[config.mk]
export PLATFORM = sky130hd
export DESIGN_NAME = multi_tick_timer
export DESIGN_NICKNAME = d
export VERILOG_FILES = /design/src/rtl/tm_pkg.sv /design/src/rtl/tick_prescaler.sv /design/src/rtl/event_channel.sv /design/src/rtl/stamp_counter.sv /design/src/rtl/multi_tick_timer.sv
export SDC_FILE = /design/constraint.sdc
export NUM_CORES = 1
export LEC_CHECK = 0
export BUFFER_PORTS_ARGS = -buffer_cell sky130_fd_sc_hd__buf_4
export CORE_ASPECT_RATIO = 0.9
export CORE_MARGIN = 4
export CORE_UTILIZATION = 55
export DETAILED_ROUTE_END_ITERATION = 12
export PLACE_DENSITY = 0.74
export SLEW_MARGIN = 0
export SYNTH_ARGS = -nofsm -noshare
export SYNTH_HDL_FRONTEND = slang
export SYNTH_SLANG_ARGS = --single-unit
[constraint.sdc]
create_clock -name clk -period 7.2 [get_ports clk]
set_input_delay 0.36 -clock clk [delete_from_list [all_inputs] [get_ports clk]]
set_output_delay 0.36 -clock clk [all_outputs]
set_load 0.02 [all_outputs]
[src/rtl/tm_pkg.sv]
// Package: shared constants and types of the multi-channel timer.
// Assumes word-aligned register access; offsets are word indices.
package tm_pkg;
    localparam int NUM_CH   = 4;
    localparam int CNT_W    = 16;
    localparam int STAMP_W  = 32;
    localparam int DATA_W   = 32;
    localparam int ADDR_W   = 5;

    // Word index of each register (reg_addr[4:2])
    localparam logic [2:0] IDX_CTRL  = 3'd0;
    localparam logic [2:0] IDX_CH0   = 3'd1;
    localparam logic [2:0] IDX_STAMP = 3'd5;

    // Control word field positions
    localparam int RUN_LSB    = 16;
    localparam int REPEAT_LSB = 12;
    localparam int SBASE_LSB  = 8;
    localparam int SBASE_W    = 3;
    localparam int RATE_W     = 2;

    // Bits that hold state in the control word
    localparam logic [DATA_W-1:0] CTRL_MASK = 32'h000F_F7FF;

    // Strobes from the prescaler, one cycle wide each
    typedef struct packed {
        logic ms1;
        logic us100;
        logic us10;
        logic us1;
    } tick_bus_t;

    // Timestamp step-rate codes
    typedef enum logic [SBASE_W-1:0] {
        SB_SYSCLK = 3'd0,
        SB_1US    = 3'd1,
        SB_10US   = 3'd2,
        SB_100US  = 3'd3,
        SB_1MS    = 3'd4
    } stamp_base_e;
endpackage

[src/rtl/tick_prescaler.sv]
// Module: tick_prescaler
// Divides the system clock into strobes every 1 us, 10 us, 100 us and 1 ms.
// Assumes CYC_PER_US >= 1 system clocks per microsecond. The decade stages are
// cascaded, so every slower strobe coincides with a 1 us strobe.
module tick_prescaler
    import tm_pkg::*;
#(
    parameter int CYC_PER_US = 24
) (
    input  logic      clk,
    input  logic      rst_n,
    output tick_bus_t ticks
);
    localparam int CYC_W    = (CYC_PER_US > 1) ? $clog2(CYC_PER_US) : 1;
    localparam int N_DEC    = 3;
    localparam int DEC_W    = 4;
    localparam logic [CYC_W-1:0] CYC_LAST = CYC_W'(CYC_PER_US - 1);

    logic [CYC_W-1:0] cyc_cnt;
    logic             us_strobe;
    logic [DEC_W-1:0] dec_cnt [N_DEC];
    logic [N_DEC:0]   stage_strobe;

    assign us_strobe       = (cyc_cnt == CYC_LAST);
    assign stage_strobe[0] = us_strobe;

    // Purpose: count system clocks within one microsecond.
    always_ff @(posedge clk) begin
        if (!rst_n)          cyc_cnt <= '0;
        else if (us_strobe)  cyc_cnt <= '0;
        else                 cyc_cnt <= cyc_cnt + 1'b1;
    end

    for (genvar s = 0; s < N_DEC; s++) begin : g_decade
        assign stage_strobe[s+1] = stage_strobe[s] && (dec_cnt[s] == DEC_W'(9));

        // Purpose: count ten strobes of the faster stage.
        always_ff @(posedge clk) begin
            if (!rst_n)                 dec_cnt[s] <= '0;
            else if (stage_strobe[s+1]) dec_cnt[s] <= '0;
            else if (stage_strobe[s])   dec_cnt[s] <= dec_cnt[s] + 1'b1;
        end
    end

    assign ticks.us1   = stage_strobe[0];
    assign ticks.us10  = stage_strobe[1];
    assign ticks.us100 = stage_strobe[2];
    assign ticks.ms1   = stage_strobe[3];

    // Checker state: clocks since the last 1 us strobe.
    logic [31:0] gap_cnt;
    logic        gap_valid;
    always_ff @(posedge clk) begin
        if (!rst_n) begin
            gap_cnt   <= '0;
            gap_valid <= 1'b0;
        end else if (ticks.us1) begin
            gap_cnt   <= '0;
            gap_valid <= 1'b1;
        end else begin
            gap_cnt   <= gap_cnt + 1;
        end
    end


    us_spacing_chk: assert property (@(posedge clk) disable iff (!rst_n)
        (ticks.us1 && gap_valid) |-> (gap_cnt == 32'(CYC_PER_US - 1)));
endmodule

[src/rtl/event_channel.sv]
// Module: event_channel
// One countdown channel. Loads a reload value, counts down once per tick
// while running and expires on the tick that finds zero: N+1 ticks per period.
// Assumes 'tick' is a one-cycle strobe. A rising 'run' restarts from reload.
module event_channel #(
    parameter int CNT_W = 16
) (
    input  logic             clk,
    input  logic             rst_n,
    input  logic             tick,
    input  logic             run,
    input  logic             repeat_mode,
    input  logic             load_we,
    input  logic [CNT_W-1:0] load_val,
    output logic [CNT_W-1:0] count,
    output logic             irq,
    output logic             done
);
    logic [CNT_W-1:0] reload;
    logic             run_d;
    logic             spent;
    logic             start;
    logic             expire;

    assign start  = run && !run_d;
    assign expire = run && !start && !load_we && tick && !spent && (count == '0);
    assign done   = expire && !repeat_mode;

    // Purpose: remember the run bit to detect a fresh start.
    always_ff @(posedge clk) begin
        if (!rst_n) run_d <= 1'b0;
        else        run_d <= run;
    end

    // Purpose: turn an expiry into a one-cycle interrupt pulse.
    always_ff @(posedge clk) begin
        if (!rst_n) irq <= 1'b0;
        else        irq <= expire;
    end

    // Purpose: reload, countdown and single-shot stop of the channel.
    always_ff @(posedge clk) begin
        if (!rst_n) begin
            reload <= '0;
            count  <= '0;
            spent  <= 1'b0;
        end else if (load_we) begin
            reload <= load_val;
            count  <= load_val;
            spent  <= 1'b0;
        end else if (start) begin
            count  <= reload;
            spent  <= 1'b0;
        end else if (expire) begin
            if (repeat_mode) count <= reload;
            else             spent <= 1'b1;
        end else if (run && tick && !spent) begin
            count  <= count - 1'b1;
        end
    end


    count_le_reload_chk: assert property (@(posedge clk) disable iff (!rst_n)
        count <= reload);


    count_hold_chk: assert property (@(posedge clk) disable iff (!rst_n)
        (!tick && !load_we && !start) |=> $stable(count));


    spent_quiet_chk: assert property (@(posedge clk) disable iff (!rst_n)
        (spent && !start && !load_we) |=> !irq);
endmodule

[src/rtl/stamp_counter.sv]
// Module: stamp_counter
// Free-running timestamp counter. Steps on the strobe picked by a 3-bit code;
// codes above the 1 ms code hold it. Never written by software.
module stamp_counter
    import tm_pkg::*;
#(
    parameter int WIDTH = 32
) (
    input  logic               clk,
    input  logic               rst_n,
    input  tick_bus_t          ticks,
    input  logic [SBASE_W-1:0] base_sel,
    output logic [WIDTH-1:0]   stamp
);
    logic step;

    // Purpose: pick the step strobe for the selected code.
    always_comb begin
        case (base_sel)
            SB_SYSCLK: step = 1'b1;
            SB_1US:    step = ticks.us1;
            SB_10US:   step = ticks.us10;
            SB_100US:  step = ticks.us100;
            SB_1MS:    step = ticks.ms1;
            default:   step = 1'b0;
        endcase
    end

    // Purpose: advance the timestamp.
    always_ff @(posedge clk) begin
        if (!rst_n)    stamp <= '0;
        else if (step) stamp <= stamp + 1'b1;
    end


    stamp_hold_chk: assert property (@(posedge clk) disable iff (!rst_n)
        (base_sel > SBASE_W'(4)) |=> $stable(stamp));


    stamp_sys_chk: assert property (@(posedge clk) disable iff (!rst_n)
        (base_sel == SBASE_W'(0)) |=> (stamp == $past(stamp) + 1'b1));
endmodule

[src/rtl/multi_tick_timer.sv]
// Module: multi_tick_timer (top)
// Register decode, shared control word, prescaler, four countdown channels
// and the timestamp counter. Assumes single-cycle write strobes and a
// combinational read path; reg_addr[1:0] are ignored.
module multi_tick_timer
    import tm_pkg::*;
#(
    parameter int CYC_PER_US = 24
) (
    input  logic              clk,
    input  logic              rst_n,
    input  logic              reg_wr,
    input  logic [ADDR_W-1:0] reg_addr,
    input  logic [DATA_W-1:0] reg_wdata,
    output logic [DATA_W-1:0] reg_rdata,
    output logic [NUM_CH-1:0] irq
);
    localparam int IDX_W = ADDR_W - 2;

    logic [IDX_W-1:0]   word_idx;
    logic [DATA_W-1:0]  ctrl;
    tick_bus_t          ticks;
    logic [NUM_CH-1:0]  ch_done;
    logic [NUM_CH-1:0]  ch_load;
    logic [NUM_CH-1:0]  ch_tick;
    logic [CNT_W-1:0]   ch_count [NUM_CH];
    logic [STAMP_W-1:0] stamp;
    logic               ctrl_we;

    assign word_idx = reg_addr[ADDR_W-1:2];
    assign ctrl_we  = reg_wr && (word_idx == IDX_CTRL);

    tick_prescaler #(.CYC_PER_US(CYC_PER_US)) u_prescaler (
        .clk   (clk),
        .rst_n (rst_n),
        .ticks (ticks)
    );

    // Purpose: hold the control word; software writes win over self-clear.
    always_ff @(posedge clk) begin
        if (!rst_n) begin
            ctrl <= '0;
        end else if (ctrl_we) begin
            ctrl <= reg_wdata & CTRL_MASK;
        end else begin
            for (int i = 0; i < NUM_CH; i++)
                if (ch_done[i]) ctrl[RUN_LSB+i] <= 1'b0;
        end
    end

    for (genvar i = 0; i < NUM_CH; i++) begin : g_ch
        logic [RATE_W-1:0] rate;
        assign rate       = ctrl[RATE_W*i +: RATE_W];
        assign ch_load[i] = reg_wr && (word_idx == IDX_W'(IDX_CH0 + 3'(i)));

        // Purpose: route the selected strobe to this channel.
        always_comb begin
            case (rate)
                2'd0:    ch_tick[i] = ticks.us1;
                2'd1:    ch_tick[i] = ticks.us10;
                2'd2:    ch_tick[i] = ticks.us100;
                default: ch_tick[i] = ticks.ms1;
            endcase
        end

        event_channel #(.CNT_W(CNT_W)) u_channel (
            .clk         (clk),
            .rst_n       (rst_n),
            .tick        (ch_tick[i]),
            .run         (ctrl[RUN_LSB+i]),
            .repeat_mode (ctrl[REPEAT_LSB+i]),
            .load_we     (ch_load[i]),
            .load_val    (reg_wdata[CNT_W-1:0]),
            .count       (ch_count[i]),
            .irq         (irq[i]),
            .done        (ch_done[i])
        );


        oneshot_clear_chk: assert property (@(posedge clk) disable iff (!rst_n)
            (ch_done[i] && !ctrl_we) |=> !ctrl[RUN_LSB+i]);


        stopped_quiet_chk: assert property (@(posedge clk) disable iff (!rst_n)
            (!ctrl[RUN_LSB+i] && !ctrl_we) |=> !irq[i]);
    end

    stamp_counter #(.WIDTH(STAMP_W)) u_stamp (
        .clk      (clk),
        .rst_n    (rst_n),
        .ticks    (ticks),
        .base_sel (ctrl[SBASE_LSB +: SBASE_W]),
        .stamp    (stamp)
    );

    // Purpose: combinational read mux.
    always_comb begin
        reg_rdata = '0;
        case (word_idx)
            IDX_W'(0): reg_rdata = ctrl;
            IDX_W'(1): reg_rdata = DATA_W'(ch_count[0]);
            IDX_W'(2): reg_rdata = DATA_W'(ch_count[1]);
            IDX_W'(3): reg_rdata = DATA_W'(ch_count[2]);
            IDX_W'(4): reg_rdata = DATA_W'(ch_count[3]);
            IDX_W'(5): reg_rdata = DATA_W'(stamp);
            default:   reg_rdata = '0;
        endcase
    end


    ctrl_mask_chk: assert property (@(posedge clk) disable iff (!rst_n)
        (ctrl & ~CTRL_MASK) == '0);
endmodule

==> run_results.csv <==
group,metric,value,unit
logic_synthesis,yosysSeqAreaShare,38.37,%
final_layout,area_growth,12.18,%
sta,setup_viol,0,
final_layout,fillers,1720,
sta,clock_skew,0.009789,ns
sta,finalCritPeriodShare,47.46,%
final_layout,diodes,0,
worst_setup_path,r2r-start,"u_prescaler.dec_cnt[1][1]",
sta,drv_slew,0,
clocking,post_cts_buffers,0,
die,chipHeight,143.2,microns
grt,overflow,0,
routing,ant_nets,0,
sta,worst_pin_slew,1.143,ns
worst_setup_path,r2r_end,"u_stamp.stamp[30]",
final_layout,layoutNonFillerInstCount,1669,
worst_setup_path,crit_path_start_kind,"flip-flop",
worst_setup_path,critPathMaxFanout,24,
min_path,min_from,"reg_wdata[16]",
power_and_ir_drop,p_per_area,233.9,mW/mm^2
clocking,postCtsHoldBufs,0,
logic_synthesis,ys_types,74,
die,initial_core_util,55.87,%
logic_synthesis,syn_nets,1440,
die,pin_count,76,
power_and_ir_drop,p_leak,4.714,nW
placement,io_buffers,61,
die,core,0.01999,sq mm
grt,grt_pass1_wl,53470,microns
routing,vias,10860,
min_path,holdPathEnd,"ctrl[16]",
routing,drt_first_pass_iters,5,
die,die_x,158.2,microns
final_layout,drive_gt1_share,12.02,%
routing,vias_per_cell,6.505,
clocking,post_cts_resized,0,
logic_synthesis,netlist_area,0.01117,sq mm
placement,place_congestion,0.9555,
routing,drc,0,
grt,antenna_found_initial,0,
sta,setup-tns-final,0,ns
worst_setup_path,ff2ff_path_depth,8,
grt,grt_max_degree,82,
clocking,cts_buffers,23,
job,max_cap_violations,0,
logic_synthesis,ys_seq_elements,208,
min_path,hold_depth,3,
worst_setup_path,r2r_slack,3.78,ns
final_layout,final_nets,1450,
run_status,status,"finished, final reports clean",
sta,rsz0062_at_grt,"no",
sta,post-route-min-period,3.417,ns
logic_synthesis,synth_warnings,0,
grt,grt_pass1_vias,9539,
routing,dr.first_iter.drc_count,1058,
worst_setup_path,worstPathArrival,3.85,ns
logic_synthesis,synthArstFlopShare,0,%
min_path,hold_path_class,"primary input to flip-flop",
clocking,clk_latency,0.51,ns
die,die-area,0.02265,sq mm
logic_synthesis,post-synth-top-area-cell,"dfxtp_1",
worst_setup_path,crit_path_end_kind,"flip-flop",
sta,slew_headroom,23.66,%
routing,drt-wirelength-per-cell,20.72,microns
worst_setup_path,required,7.63,ns
clocking,cts_max_path_buffers,3,
logic_synthesis,synth_top_area_share,35.14,%
die,rows,49,
logic_synthesis,postSynthAreaPerCell,8.044,sq um
logic_synthesis,synthTopCellsByArea,"dfxtp_1 (35%), nand2_1 (7.9%), a21oi_1 (5.2%)",
sta,fin_ws,3.783,ns
sta,fmax,0.2927,GHz
routing,wl,34590,microns
clocking,path_clk_slew,0.07,ns
clocking,cts-root-buf,"clkbuf_16",
grt,grt.total_usage,29.72,%
power_and_ir_drop,vdd_drop_max,212.5,uV
clocking,htree_levels,1,
worst_setup_path,critPathKind,"flip-flop to flip-flop",
logic_synthesis,ys.flop_type,"dfxtp_1",
placement,placed_cells,1628,
placement,hpwlAfterDp,23190,microns
clocking,cts_num_sinks,208,
clocking,tritoncts,"yes",
placement,place_ws,3.807,ns
sta,hold_viol,0,
logic_synthesis,netlist_instances,1388,
logic_synthesis,synth-edff-count,12,
## how the worst max path moves through the flow
stage,to,slack [ns],cells past startpoint,startpoint
after floorplan,u_stamp.stamp[31],4.41,9,u_prescaler.dec_cnt[1][1]
after global placement,u_stamp.stamp[25],3.90,8,u_prescaler.dec_cnt[0][1]
after detailed placement,u_stamp.stamp[30],3.81,8,u_prescaler.dec_cnt[1][1]
after CTS,u_stamp.stamp[30],3.81,8,u_prescaler.dec_cnt[1][1]
after global routing,g_ch[1].u_channel.count[13],3.60,9,u_prescaler.cyc_cnt[0]
final,u_stamp.stamp[30],3.78,8,u_prescaler.dec_cnt[1][1]
## per-layer routing
metal | global-route usage [%] | up-vias | routed length [microns]
met5 | 0 | - | 0
met4 | 10.32 | 0 | 1377
met3 | 5.697 | 82 | 3583
met2 | 45.40 | 566 | 14900
met1 | 42.21 | 5118 | 14720
li1 | - | 5091 | -
## synth_stat cells, types with 3 or more instances
library cell    n
nand2_1       235
dfxtp_1       196
a21oi_1       115
nor2_1        100
o21ai_0        83
clkbuf_1       81
nand3_1        67
xnor2_1        44
a31oi_1        39
mux2_2         31
mux2i_1        25
nor4_1         24
inv_1          22
a41oi_1        20
xor2_1         19
nor3_1         17
and3_1         16
nand4_1        16
or3_1          16
edfxtp_1       12
ha_1           12
o211ai_1       12
o31ai_1        12
or4_1          12
and2_1         10
a22oi_1         9
nand4b_1        9
o22ai_1         9
a21o_1          8
nor2b_1         8
nor4b_1         8
o221ai_1        8
buf_1           6
mux4_2          6
nand2b_1        6
o211a_1         5
a32o_1          4
buf_4           4
nand3b_1        4
or2_2           4
a32oi_1         3
and3b_1         3
nor4bb_1        3
o21a_1          3
o21ai_1         3
## cell usage in the layout, fill, tap and decap left out, drive strengths merged, types with 16 or more instances in the layout
cell / netlist / routed
clkbuf: 81 / 26
inv: 22 / 24
buf: 12 / 78
o21ai: 86 / 86
nor2: 100 / 100
or3: 16 / 16
mux2: 31 / 31
dfxtp: 196 / 196
xnor2: 44 / 44
nand3: 67 / 67
xor2: 19 / 19
mux2i: 25 / 25
nor3: 17 / 17
nand2: 235 / 235
and3: 16 / 16
a41oi: 20 / 20
a21oi: 115 / 115
nor4: 25 / 25
nand4: 16 / 16
a31oi: 39 / 39
## critical path, stage by stage, from the launching register on
cell and delay [ns]:
edfxtp_1 0.42, inv_1 0.08, ha_1 0.19, nand3b_4 0.15
or2_4 0.32, o41a_1 0.68, or4b_4 0.78, or4_1 0.53
a21oi_1 0.16
## stage by stage
step	power [mW]	cell area (sq um)	hold WS, ns	util (%)
2_1_floorplan	1.579	11170	0.4176	-
3_3_place_gp	1.692	11750	0.4284	58.76
3_5_place_dp	1.701	11750	0.4349	58.76
4_1_cts	2.926	12530	0.09191	62.67
5_1_grt	3.026	12530	0.1246	62.67
6_report	2.930	12530	0.1012	62.67
## final cells by class
class                      instances  area (sq um)  area share [%]
multi-input combinational       1064          6467           51.63
inverter                          23         88.84          0.7092
tap                              255         319.1           2.547
timing repair buffer              78         585.6           4.675
clock inverter                    15         183.9           1.468
sequential                       208          4284           34.20
clock buffer                      26         596.8           4.765
## flip-flops by register name, summed over array words and instances (netlist names)
signal	count
g_ch.u_channel.count	64
g_ch.u_channel.reload	64
u_stamp.stamp	32
ctrl	19
u_prescaler.dec_cnt	12
u_prescaler.cyc_cnt	5
g_ch.u_channel.irq	4
g_ch.u_channel.run_d	4
g_ch.u_channel.spent	4
## power breakdown
group	internal [mW]	switching, mW	total [mW]	leakage, nW
registers	1.20	0.0482	1.24	1.71
logic	0.188	0.254	0.442	2.62
clock network	0.741	0.502	1.24	0.382
## cell families after synthesis
group | after synthesis | synth area share, %
adders and majority gates | 12 | 1.345
AOI/OAI and AO/OA | 357 | 19.89
xor gates and xnor gates | 63 | 4.942
DFF | 208 | 38.37
muxes | 62 | 6.578
and+or+nand+nor | 570 | 24.76
buffers and inverters | 116 | 4.112
Note: power is estimated with default switching activity, not from simulation.
